`config.mk`:
```
export PLATFORM = sky130hd
export DESIGN_NAME = tlto_seq
export DESIGN_NICKNAME = d
export VERILOG_FILES = /design/src/rtl/tlto_pkg.sv /design/src/rtl/tlto_sync.sv /design/src/rtl/tlto_meter.sv /design/src/rtl/tlto_fsm.sv /design/src/rtl/tlto_seq.sv
export SDC_FILE = /design/constraint.sdc
export NUM_CORES = 1
export LEC_CHECK = 0
export BUFFER_PORTS_ARGS = -buffer_cell sky130_fd_sc_hd__clkbuf_2
export CAP_MARGIN = 20
export CORE_AREA = 2 2 70 72
export DETAILED_ROUTE_END_ITERATION = 12
export DIE_AREA = 0 0 72 74
export HOLD_SLACK_MARGIN = 0.12
export PLACE_DENSITY = 0.68
export SLEW_MARGIN = 0
export SYNTH_ARGS = -nofsm -noshare
export SYNTH_HDL_FRONTEND = slang
export SYNTH_HIERARCHICAL = 1
export SYNTH_SLANG_ARGS = --single-unit
```
`constraint.sdc`:
```
create_clock -name clk -period 2.9 [get_ports clk]
set_input_delay 0.145 -clock clk [delete_from_list [all_inputs] [get_ports clk]]
set_output_delay 0.145 -clock clk [all_outputs]
set_load 0.05 [all_outputs]
```
`src/rtl/tlto_pkg.sv`:
```
package tlto_pkg;

    typedef enum logic [2:0] {
        ST_OFF  = 3'd0,
        ST_DIS  = 3'd1,
        ST_CHG1 = 3'd2,
        ST_CHG2 = 3'd3,
        ST_ON   = 3'd4,
        ST_WAIT = 3'd5,
        ST_DROP = 3'd6,
        ST_HOLD = 3'd7
    } tlto_state_e;

    typedef struct packed {
        logic hold;
        logic drop;
        logic on;
        logic chg2;
        logic chg1;
        logic dis;
        logic off;
    } tlto_drive_t;

    // The delay phase keeps the gate driven, so it maps onto the on indicator.
    function automatic tlto_drive_t drive_of(tlto_state_e s);
        tlto_drive_t d;
        d = '0;
        unique case (s)
            ST_OFF:  d.off  = 1'b1;
            ST_DIS:  d.dis  = 1'b1;
            ST_CHG1: d.chg1 = 1'b1;
            ST_CHG2: d.chg2 = 1'b1;
            ST_ON:   d.on   = 1'b1;
            ST_WAIT: d.on   = 1'b1;
            ST_DROP: d.drop = 1'b1;
            ST_HOLD: d.hold = 1'b1;
            default: d.off  = 1'b1;
        endcase
        return d;
    endfunction

    function automatic int max_int(int a, int b);
        return (a > b) ? a : b;
    endfunction

endpackage

```
`src/rtl/tlto_sync.sv`:
```
module tlto_sync #(
    parameter int W      = 2,
    parameter int STAGES = 2
) (
    input  logic         clk,
    input  logic         rst,
    input  logic [W-1:0] d,
    output logic [W-1:0] q
);
    logic [STAGES-1:0][W-1:0] stg;

    always_ff @(posedge clk) begin
        if (rst) begin
            stg <= '0;
        end else begin
            stg[0] <= d;
            for (int i = 1; i < STAGES; i++) begin
                stg[i] <= stg[i-1];
            end
        end
    end

    assign q = stg[STAGES-1];

endmodule

```
`src/rtl/tlto_meter.sv`:
```
module tlto_meter #(
    parameter int CNT_W    = 8,
    parameter int PROP_CYC = 4
) (
    input  logic             clk,
    input  logic             rst,
    input  logic             measuring,
    input  logic             capture,
    output logic [CNT_W-1:0] hold_q
);
    localparam logic [CNT_W-1:0] CMAX = '1;
    localparam logic [CNT_W-1:0] PROP = CNT_W'(PROP_CYC);

    logic [CNT_W-1:0] meas;
    logic [CNT_W-1:0] total;
    logic [CNT_W-1:0] hold_d;

    // The capture cycle itself belongs to the measured interval.
    always_comb begin
        total  = (meas == CMAX) ? CMAX : meas + 1'b1;
        hold_d = (total > PROP) ? total - PROP : '0;
    end

    always_ff @(posedge clk) begin
        if (rst) begin
            meas <= '0;
        end else if (measuring) begin
            meas <= total;
        end else begin
            meas <= '0;
        end
    end

    always_ff @(posedge clk) begin
        if (rst) begin
            hold_q <= '0;
        end else if (capture) begin
            hold_q <= hold_d;
        end
    end

    // the interval count sticks at its ceiling while measuring
    a_r5_count_saturates: assert property (@(posedge clk) disable iff (rst)
        (measuring && meas == CMAX) |=> (meas == CMAX || !measuring));

    // the learned hold time only moves when a turn-on completes
    a_r5_hold_kept: assert property (@(posedge clk) disable iff (rst)
        !capture |=> $stable(hold_q));

endmodule

```
`src/rtl/tlto_fsm.sv`:
```
module tlto_fsm
    import tlto_pkg::*;
#(
    parameter int CNT_W     = 8,
    parameter int DIS_CYC   = 10,
    parameter int PROP_CYC  = 4,
    parameter int DESAT_CYC = 8
) (
    input  logic             clk,
    input  logic             rst,
    input  logic             req,
    input  logic             flt,
    input  logic             cap_mid,
    input  logic             cap_full,
    input  logic             gate_low,
    input  logic [CNT_W-1:0] hold_q,
    output tlto_state_e      state,
    output logic             measuring,
    output logic             capture
);
    localparam int BIG   = max_int(DIS_CYC, DESAT_CYC);
    localparam int NEED  = $clog2(BIG + 1);
    localparam int TMR_W = max_int(NEED, CNT_W);

    tlto_state_e      nxt;
    logic [TMR_W-1:0] tmr;
    logic [TMR_W-1:0] tmr_n;

    always_comb begin
        nxt   = state;
        tmr_n = tmr;
        unique case (state)
            ST_OFF: begin
                if (req) begin
                    nxt   = ST_DIS;
                    tmr_n = '0;
                end
            end
            ST_DIS: begin
                if (!req) begin
                    nxt = ST_OFF;
                end else if (tmr == TMR_W'(DIS_CYC - 1)) begin
                    nxt = ST_CHG1;
                end else begin
                    tmr_n = tmr + 1'b1;
                end
            end
            ST_CHG1: begin
                if (!req)         nxt = ST_OFF;
                else if (cap_mid) nxt = ST_CHG2;
            end
            ST_CHG2: begin
                if (!req)          nxt = ST_OFF;
                else if (cap_full) nxt = ST_ON;
            end
            ST_ON: begin
                // logic turn-off wins over a simultaneous fault
                if (!req) begin
                    nxt   = ST_WAIT;
                    tmr_n = TMR_W'(PROP_CYC - 1);
                end else if (flt) begin
                    nxt   = ST_WAIT;
                    tmr_n = TMR_W'(DESAT_CYC - 1);
                end
            end
            ST_WAIT: begin
                if (tmr == '0) nxt = ST_DROP;
                else           tmr_n = tmr - 1'b1;
            end
            ST_DROP: begin
                if (gate_low) begin
                    nxt   = ST_HOLD;
                    tmr_n = TMR_W'(hold_q);
                end
            end
            ST_HOLD: begin
                if (tmr <= TMR_W'(1)) nxt = ST_OFF;
                else                  tmr_n = tmr - 1'b1;
            end
            default: nxt = ST_OFF;
        endcase
    end

    always_ff @(posedge clk) begin
        if (rst) begin
            state <= ST_OFF;
            tmr   <= '0;
        end else begin
            state <= nxt;
            tmr   <= tmr_n;
        end
    end

    assign measuring = (state == ST_DIS) || (state == ST_CHG1) || (state == ST_CHG2);
    assign capture   = (state == ST_CHG2) && req && cap_full;

    // Independent run-length counter used only to check the discharge window.
    logic [TMR_W-1:0] dis_seen;
    always_ff @(posedge clk) begin
        if (rst)                  dis_seen <= '0;
        else if (state == ST_DIS) dis_seen <= dis_seen + 1'b1;
        else                      dis_seen <= '0;
    end

    // the first charge phase starts only after a full discharge window
    a_r3_discharge_len: assert property (@(posedge clk) disable iff (rst)
        (state == ST_CHG1 && $past(state) == ST_DIS) |-> ($past(dis_seen) == TMR_W'(DIS_CYC - 1)));

    // the hold phase is entered only from drop with the gate below reference
    a_r8_hold_entry: assert property (@(posedge clk) disable iff (rst)
        (state == ST_HOLD && $past(state) != ST_HOLD) |-> ($past(state) == ST_DROP && $past(gate_low)));

endmodule

```
`src/rtl/tlto_seq.sv`:
```
module tlto_seq
    import tlto_pkg::*;
#(
    parameter int CNT_W       = 8,
    parameter int SYNC_STAGES = 2,
    parameter int DIS_CYC     = 10,
    parameter int PROP_CYC    = 4,
    parameter int DESAT_CYC   = 8
) (
    input  logic clk,
    input  logic rst,
    input  logic cmd_p,
    input  logic cmd_n,
    input  logic arm_n,
    input  logic desat_flt,
    input  logic cap_mid_cmp,
    input  logic cap_full_cmp,
    input  logic gate_low_cmp,
    output logic dr_off,
    output logic dr_dis,
    output logic dr_chg1,
    output logic dr_chg2,
    output logic dr_on,
    output logic dr_drop,
    output logic dr_hold
);
    logic             req_raw;
    logic [1:0]       sync_q;
    logic             req;
    logic             flt;
    tlto_state_e      state;
    logic             measuring;
    logic             capture;
    logic [CNT_W-1:0] hold_q;
    tlto_drive_t      drv;

    assign req_raw = cmd_p & ~cmd_n & arm_n;

    tlto_sync #(
        .W      (2),
        .STAGES (SYNC_STAGES)
    ) u_sync (
        .clk (clk),
        .rst (rst),
        .d   ({req_raw, desat_flt}),
        .q   (sync_q)
    );

    assign req = sync_q[1];
    assign flt = sync_q[0];

    tlto_fsm #(
        .CNT_W     (CNT_W),
        .DIS_CYC   (DIS_CYC),
        .PROP_CYC  (PROP_CYC),
        .DESAT_CYC (DESAT_CYC)
    ) u_fsm (
        .clk       (clk),
        .rst       (rst),
        .req       (req),
        .flt       (flt),
        .cap_mid   (cap_mid_cmp),
        .cap_full  (cap_full_cmp),
        .gate_low  (gate_low_cmp),
        .hold_q    (hold_q),
        .state     (state),
        .measuring (measuring),
        .capture   (capture)
    );

    tlto_meter #(
        .CNT_W    (CNT_W),
        .PROP_CYC (PROP_CYC)
    ) u_meter (
        .clk       (clk),
        .rst       (rst),
        .measuring (measuring),
        .capture   (capture),
        .hold_q    (hold_q)
    );

    assign drv     = drive_of(state);
    assign dr_off  = drv.off;
    assign dr_dis  = drv.dis;
    assign dr_chg1 = drv.chg1;
    assign dr_chg2 = drv.chg2;
    assign dr_on   = drv.on;
    assign dr_drop = drv.drop;
    assign dr_hold = drv.hold;

    // exactly one phase indicator is active
    a_r2_one_phase: assert property (@(posedge clk) disable iff (rst)
        $countones({dr_off, dr_dis, dr_chg1, dr_chg2, dr_on, dr_drop, dr_hold}) == 1);

    // the drive turns on only out of the second charge phase at clamp
    a_r4_on_after_clamp: assert property (@(posedge clk) disable iff (rst)
        $rose(dr_on) |-> ($past(dr_chg2) && $past(cap_full_cmp)));

    // the rail is reached only through hold or an aborted turn-on
    a_r12_no_bypass: assert property (@(posedge clk) disable iff (rst)
        $rose(dr_off) |-> ($past(dr_hold) || $past(dr_dis) || $past(dr_chg1) || $past(dr_chg2)));

    // once dropping or holding, only the rail can follow
    a_r10_turnoff_locked: assert property (@(posedge clk) disable iff (rst)
        (dr_drop || dr_hold) |=> (dr_drop || dr_hold || dr_off));

endmodule

```
==> run metrics, run 1 <==
number of buffers inserted during clock tree synthesis 5; final sum of negative setup slack 0 ns; critical path endpoint category flip-flop; share of cells above drive strength 1 15.9%; cell at the root of the clock tree sky130_fd_sc_hd__clkbuf_8; via count normalized by instance count 6.11; crit-path max cell delay 0.40 ns; Setup crit start u_meter/meas[0]; final clock period utilization by the worst path 85.9%; count of standard-cell rows 25; deepest clock path buffer count 2; pwr dens 321 nW/um^2; commonest non-fill, non-tap cells in the layout sky130_fd_sc_hd__dfxtp_1 (31), sky130_fd_sc_hd__nor2_1 (29), sky130_fd_sc_hd__a21oi_1 (20); maximum ir drop on the vdd rail 0.000208 V; cell at the slowest stage of the critical path sky130_fd_sc_hd__dfxtp_1; nets 306; I/O Buffers 15; Slew Limit Fails 0; count of max-cap constraint violations 0; initial core utilization 48.4%; Core Footprint 4600 um^2; Layout Area Growth over Synthesis 7.14%; antenna violations before repair 0; path category of the worst min-delay check in -> reg; most common library cell in the layout ignoring fill and taps sky130_fd_sc_hd__dfxtp_1; vertical extent of the die 74 um; count of distinct cell types in the synthesized netlist 59; Leakage Power 0.893 nW; die area 5330 um^2; overall routed net length 5.24 mm; clock transition at the registers of the reported paths 0.06 ns; horizontal die dimension 72 um; worst min-delay path startpoint cmd_p; Final Worst Setup Slack 0.408 ns; Reg2Reg Launch Point u_meter/meas[0]; vias in the first global route 1906; Avg Cell Area, Syn 7.89 um^2; unrepaired setup endpoints after global routing no; most common flop cell mapped by yosys sky130_fd_sc_hd__dfxtp_1; endpoints failing setup 0; critical path cell sequence ha_1 -> nand4_1 -> or2_2 -> o21a_1 -> ha_1 -> o21ai_0 -> a211oi_1 -> o21ai_0 -> o311ai_1 -> a21oi_1; clk_skew 0.00536 ns; kind of launch point of the worst setup path flip-flop; part of the Yosys area used for sequential elements 27.9%; Worst Path Max Fanout 8; required time at the endpoint of the critical path 3.10 ns; tightest slew margin relative to the limit 58.5%; largest net degree at the start of global routing 25; yosys synthesis warning count 6; final global-route overflow total 0; DRC 0; Post-DP HPWL 3.78 mm; num ports 16; insertion delay of the later-clocked pin in the worst-skew pair 0.28 ns; actual slew at the worst max-slew pin 0.621 ns; flip-flop and latch count after synthesis 31; number of detailed-routing iterations run before antenna repair 4; worst slack after detailed placement 0.441 ns; max frequency 401 MHz; fill cell count 451; share of flip-flops with an asynchronous set or reset 0%; WL/cell 15.3 um; Hold Fails Final Rpt 0; arrival time at the worst endpoint 2.69 ns; global-route wire length before repair 8.80 mm; Syn Nets 298; overall routing resource usage 21.1%; run status finished clean; combined buffer and inverter count along the critical path 0; gate family responsible for the most delay along the worst path compound AO/OA/AOI/OAI gates; count of mapped cells out of synthesis 282; Setup CP Type reg -> reg; Period minus WS final 2.49 ns; mapped cell area 2220 um^2; CTS tree yes; htree depth 2; Resized Gates After CTS 0; DRT iter0 DRCs 296; Post-synth EDFFs 0; routed vias 2096; clock net sink count 31; antenna diode count 0; count of nets left with antenna violations after detail routing 0; final estimated routing congestion in global placement 0.913
power by group:
group	internal, mW	switching (mW)
logic	0.0130	0.0181
registers	0.428	0.00271
clock network	0.159	0.142
total	0.601	0.163
final cells by class:
class	count	area [um^2]	area share, %
multi-input combinational	219	1450	60.7
sequential	31	621	26.0
timing repair buffer	23	138	5.77
clock buffer	6	72.6	3.04
tap	54	67.6	2.83
inverter	10	37.5	1.57
metal layers:
layer  GRT usage, %  routed length (um)  vias up  share of wire (%)
li1               -                   -     1022                  -
met1           26.1                2320      979                 44
met5              0                   0        -                  0
met4           12.4                 165        0                3.1
met3           4.34                 261       18                5.0
met2           34.4                2500       77                 48
synthesized netlist by cell type, types with 3 or more instances:
cell | instances | share of area [%]
sky130_fd_sc_hd__buf_4 | 3 | 1.0
sky130_fd_sc_hd__dfxtp_1 | 31 | 28
sky130_fd_sc_hd__mux2i_1 | 4 | 1.8
sky130_fd_sc_hd__xor2_1 | 4 | 1.6
sky130_fd_sc_hd__nand3_1 | 11 | 2.5
sky130_fd_sc_hd__xnor2_1 | 6 | 2.4
sky130_fd_sc_hd__nand2b_1 | 7 | 2.0
sky130_fd_sc_hd__inv_1 | 10 | 1.7
sky130_fd_sc_hd__a21oi_1 | 20 | 4.5
sky130_fd_sc_hd__o21ai_0 | 12 | 2.7
sky130_fd_sc_hd__nor2b_1 | 16 | 4.5
sky130_fd_sc_hd__ha_1 | 7 | 3.9
sky130_fd_sc_hd__a31oi_1 | 3 | 0.84
sky130_fd_sc_hd__nor3_1 | 11 | 2.5
sky130_fd_sc_hd__o2bb2ai_1 | 5 | 2.0
sky130_fd_sc_hd__nand3b_1 | 3 | 1.0
sky130_fd_sc_hd__nand4_1 | 3 | 0.84
sky130_fd_sc_hd__nor3b_1 | 6 | 2.0
sky130_fd_sc_hd__clkbuf_1 | 9 | 1.5
sky130_fd_sc_hd__a22oi_1 | 3 | 1.0
sky130_fd_sc_hd__o211ai_1 | 4 | 1.3
sky130_fd_sc_hd__nor2_1 | 29 | 4.9
sky130_fd_sc_hd__and2_1 | 3 | 0.84
sky130_fd_sc_hd__nand2_1 | 18 | 3.0
sky130_fd_sc_hd__o32ai_1 | 4 | 1.6
sky130_fd_sc_hd__buf_2 | 8 | 1.8
state kept, by name (all words and copies together) (netlist names):
name / cells
u_sync/stg: 2
u_fsm/tmr: 8
u_meter/hold_q: 8
u_fsm/state: 3
u_sync/q: 2
u_meter/meas: 8
worst register-to-register path: stages (launching register included):
cell	delay (ns)
sky130_fd_sc_hd__dfxtp_1	0.40
sky130_fd_sc_hd__ha_1	0.30
sky130_fd_sc_hd__nand4_1	0.23
sky130_fd_sc_hd__or2_2	0.39
sky130_fd_sc_hd__o21a_1	0.16
sky130_fd_sc_hd__ha_1	0.27
sky130_fd_sc_hd__o21ai_0	0.18
sky130_fd_sc_hd__a211oi_1	0.07
sky130_fd_sc_hd__o21ai_0	0.15
sky130_fd_sc_hd__o311ai_1	0.12
sky130_fd_sc_hd__a21oi_1	0.16
worst paths after layout:
| kind | end | slack [ns] | cells past startpoint |
|---|---|---|---|
| setup / recovery | u_meter/hold_q[6] | 0.41 | 10 |
| hold / removal | u_sync/stg[1] | 0.21 | 3 |
| setup reg to reg | u_meter/hold_q[6] | 0.41 | 10 |
| hold reg to reg | u_sync/q[1] | 0.44 | 1 |
logic make-up (layout without fill, tap and decap cells):
family	count (synthesis)	in the layout	synth area share, %
simple gates	125	125	31.3
compound gates	73	73	24.1
buf+inv	32	39	7.03
flops	31	31	27.9
xor+xnor	10	10	3.94
fa+ha+maj	7	7	3.94
mux	4	4	1.80
stage by stage:
step,cell area [um^2],power [mW],hold WS (ns),instances,util [%]
floorplan,2220,0.460,0.217,282,-
global placement,2300,0.470,0.360,336,50.0
detailed placement,2300,0.470,0.361,336,50.0
CTS,2380,0.777,0.202,343,51.8
global route,2380,0.795,0.211,343,51.8
finish,2380,0.764,0.211,343,51.8
timing repair:
item / 4_1_cts / 5_1_grt
endpoints found under the setup margin: 0 / 0
hold endpoints to repair: 1 / 0
hold buffers: 1 / 0
setup buffers: 0 / 0
No activity file was read; power rests on OpenSTA's default activity.
==> inputs of run 2 (changes only) <==
==> constraint.sdc (replaced) <==
create_clock -name clk -period 3.2 [get_ports clk]
set_input_delay 0.16 -clock clk [delete_from_list [all_inputs] [get_ports clk]]
set_output_delay 0.16 -clock clk [all_outputs]
set_load 0.05 [all_outputs]
==> run 2 against run 1 <==
Via count fell by 3.4%. Setup slack improved by 0.29 ns. Maximum frequency decreased by 0.41%. Sequential cell count did not move. Worst hold slack gained 0.013 ns. First-iteration DRC count decreased by 2.7%. Utilization unchanged. Register-to-register slack better by 0.29 ns. Die area did not move. Combinational power shrank 7.7%. Largest cell class unchanged.
==> run metrics, run 2 (synthesis results as in run 1) <==
run status finished clean; internal reg-to-reg setup slack 0.70 ns; clk_skew 0.00494 ns; fill cell count 447; kind of launch point of the worst setup path flip-flop; number of buffers inserted during clock tree synthesis 5; DRT iter0 DRCs 288; maximum ir drop on the vdd rail 0.000209 V; final sum of negative setup slack 0 ns; deepest clock path buffer count 2; vias in the first global route 1844; count of max-cap constraint violations 0; unrepaired setup endpoints after global routing no; overall routed net length 5.16 mm; number of detailed-routing iterations run before antenna repair 5; Hold Path Stages 3; Final Worst Setup Slack 0.698 ns; cell at the slowest stage of the critical path sky130_fd_sc_hd__dfxtp_1; Post-DP HPWL 3.69 mm; Core Footprint 4600 um^2; Period minus WS final 2.50 ns; commonest non-fill, non-tap cells in the layout sky130_fd_sc_hd__dfxtp_1 (31), sky130_fd_sc_hd__nor2_1 (29), sky130_fd_sc_hd__a21oi_1 (20); worst min-delay path startpoint cmd_p; Leakage Power 0.892 nW; Layout Area Growth over Synthesis 7.14%; arrival time at the worst endpoint 2.71 ns; final clock period utilization by the worst path 78.2%; pwr dens 306 nW/um^2; tightest slew margin relative to the limit 47.3%; critical path endpoint category flip-flop; final estimated routing congestion in global placement 0.896; actual slew at the worst max-slew pin 0.790 ns; combined area of the multi-input logic cells 1450 um^2; Hold WS 0.224 ns; DRC 0; CTS tree yes; combined buffer and inverter count along the critical path 0; largest net degree at the start of global routing 26; insertion delay of the later-clocked pin in the worst-skew pair 0.28 ns; Worst Path Max Fanout 8; worst-case hold path end point u_sync/stg[1]; antenna violations before repair 0; top flop regs u_fsm/tmr x8, u_meter/hold_q x8, u_meter/meas x8; R2R depth 10; max frequency 400 MHz; Total Power 0.730 mW; path category of the worst min-delay check in -> reg; hold buffer count at CTS 1; die area 5330 um^2; worst slack after detailed placement 0.731 ns; nets 304; Reg2Reg Launch Point u_meter/meas[0]; horizontal die dimension 72 um; share of the core filled with cells 51.8%; Resized Gates After CTS 0; Setup CP Type reg -> reg; I/O Buffers 15; routed vias 2025; WL/cell 15.1 um; via count normalized by instance count 5.92; clock transition at the registers of the reported paths 0.06 ns; Register Area 621 um^2; count of standard-cell rows 25; Slew Limit Fails 0; vertical extent of the die 74 um; cell at the root of the clock tree sky130_fd_sc_hd__clkbuf_8; Hold Fails Final Rpt 0; count of nets left with antenna violations after detail routing 0; htree depth 2; R2R Path End u_meter/hold_q[6]; overall routing resource usage 20.7%; post-CTS setup buffer count 0; final global-route overflow total 0; endpoints failing setup 0; gate family responsible for the most delay along the worst path compound AO/OA/AOI/OAI gates; num ports 16; antenna diode count 0; required time at the endpoint of the critical path 3.41 ns; crit-path max cell delay 0.41 ns; initial core utilization 48.4%; most common library cell in the layout ignoring fill and taps sky130_fd_sc_hd__dfxtp_1; critical path cell sequence ha_1 -> nand4_1 -> or2_2 -> o21a_1 -> ha_1 -> o21ai_0 -> a211oi_1 -> o21ai_0 -> o311ai_1 -> a21oi_1; global-route wire length before repair 8.71 mm; share of cells above drive strength 1 16.0%; clock net sink count 31
-- run 2: where the power goes --
group          switching, mW  internal [mW]  leakage (nW)  total [mW]
clock                  0.143          0.169        0.0470       0.311
combinational         0.0170         0.0117         0.594      0.0287
sequential           0.00187          0.388         0.250       0.390
total                  0.162          0.568         0.892       0.730
-- run 2: worst reg2reg max path, stage by stage (launching register included) --
cell                       delay, ns
sky130_fd_sc_hd__dfxtp_1        0.41
sky130_fd_sc_hd__ha_1           0.31
sky130_fd_sc_hd__nand4_1        0.23
sky130_fd_sc_hd__or2_2          0.39
sky130_fd_sc_hd__o21a_1         0.17
sky130_fd_sc_hd__ha_1           0.27
sky130_fd_sc_hd__o21ai_0        0.17
sky130_fd_sc_hd__a211oi_1       0.06
sky130_fd_sc_hd__o21ai_0        0.16
sky130_fd_sc_hd__o311ai_1       0.12
sky130_fd_sc_hd__a21oi_1        0.14
-- run 2: final cells by class --
cell class / count / area share, %
timing repair buffer: 21 / 5.14
multi-input combinational: 219 / 60.7
tap: 54 / 2.83
inverter: 10 / 1.57
sequential: 31 / 26.0
clock inverter: 1 / 0.210
clock buffer: 6 / 3.46
-- run 2: worst max-delay path by stage --
| stage | startpoint | endpoint | slack [ns] | cells past startpoint |
|---|---|---|---|---|
| detailed placement | u_meter/meas[0] | u_meter/hold_q[6] | 0.73 | 10 |
| finish | u_meter/meas[0] | u_meter/hold_q[6] | 0.70 | 10 |
| global placement | u_meter/meas[0] | u_meter/hold_q[2] | 0.80 | 11 |
| global route | u_meter/meas[0] | u_meter/hold_q[6] | 0.45 | 10 |
| CTS | u_meter/meas[0] | u_meter/hold_q[6] | 0.71 | 10 |
| floorplan | u_meter/meas[0] | u_meter/hold_q[6] | 1.00 | 10 |
-- run 2: through the flow --
| stage | instance area [um^2] | cells |
|---|---|---|
| 3_5_place_dp | 2290 | 334 |
| 5_1_grt | 2380 | 342 |
| 4_1_cts | 2380 | 342 |
| 3_3_place_gp | 2290 | 334 |
| 2_1_floorplan | 2220 | 282 |
| 6_report | 2380 | 342 |
-- run 2: metal layers --
layer	vias up	global-route usage (%)	part of all wire, %
li1	1018	-	-
met1	921	25.9	43
met2	73	36.1	49
met3	13	3.52	6.5
met4	0	7.76	2.0
met5	-	0	0
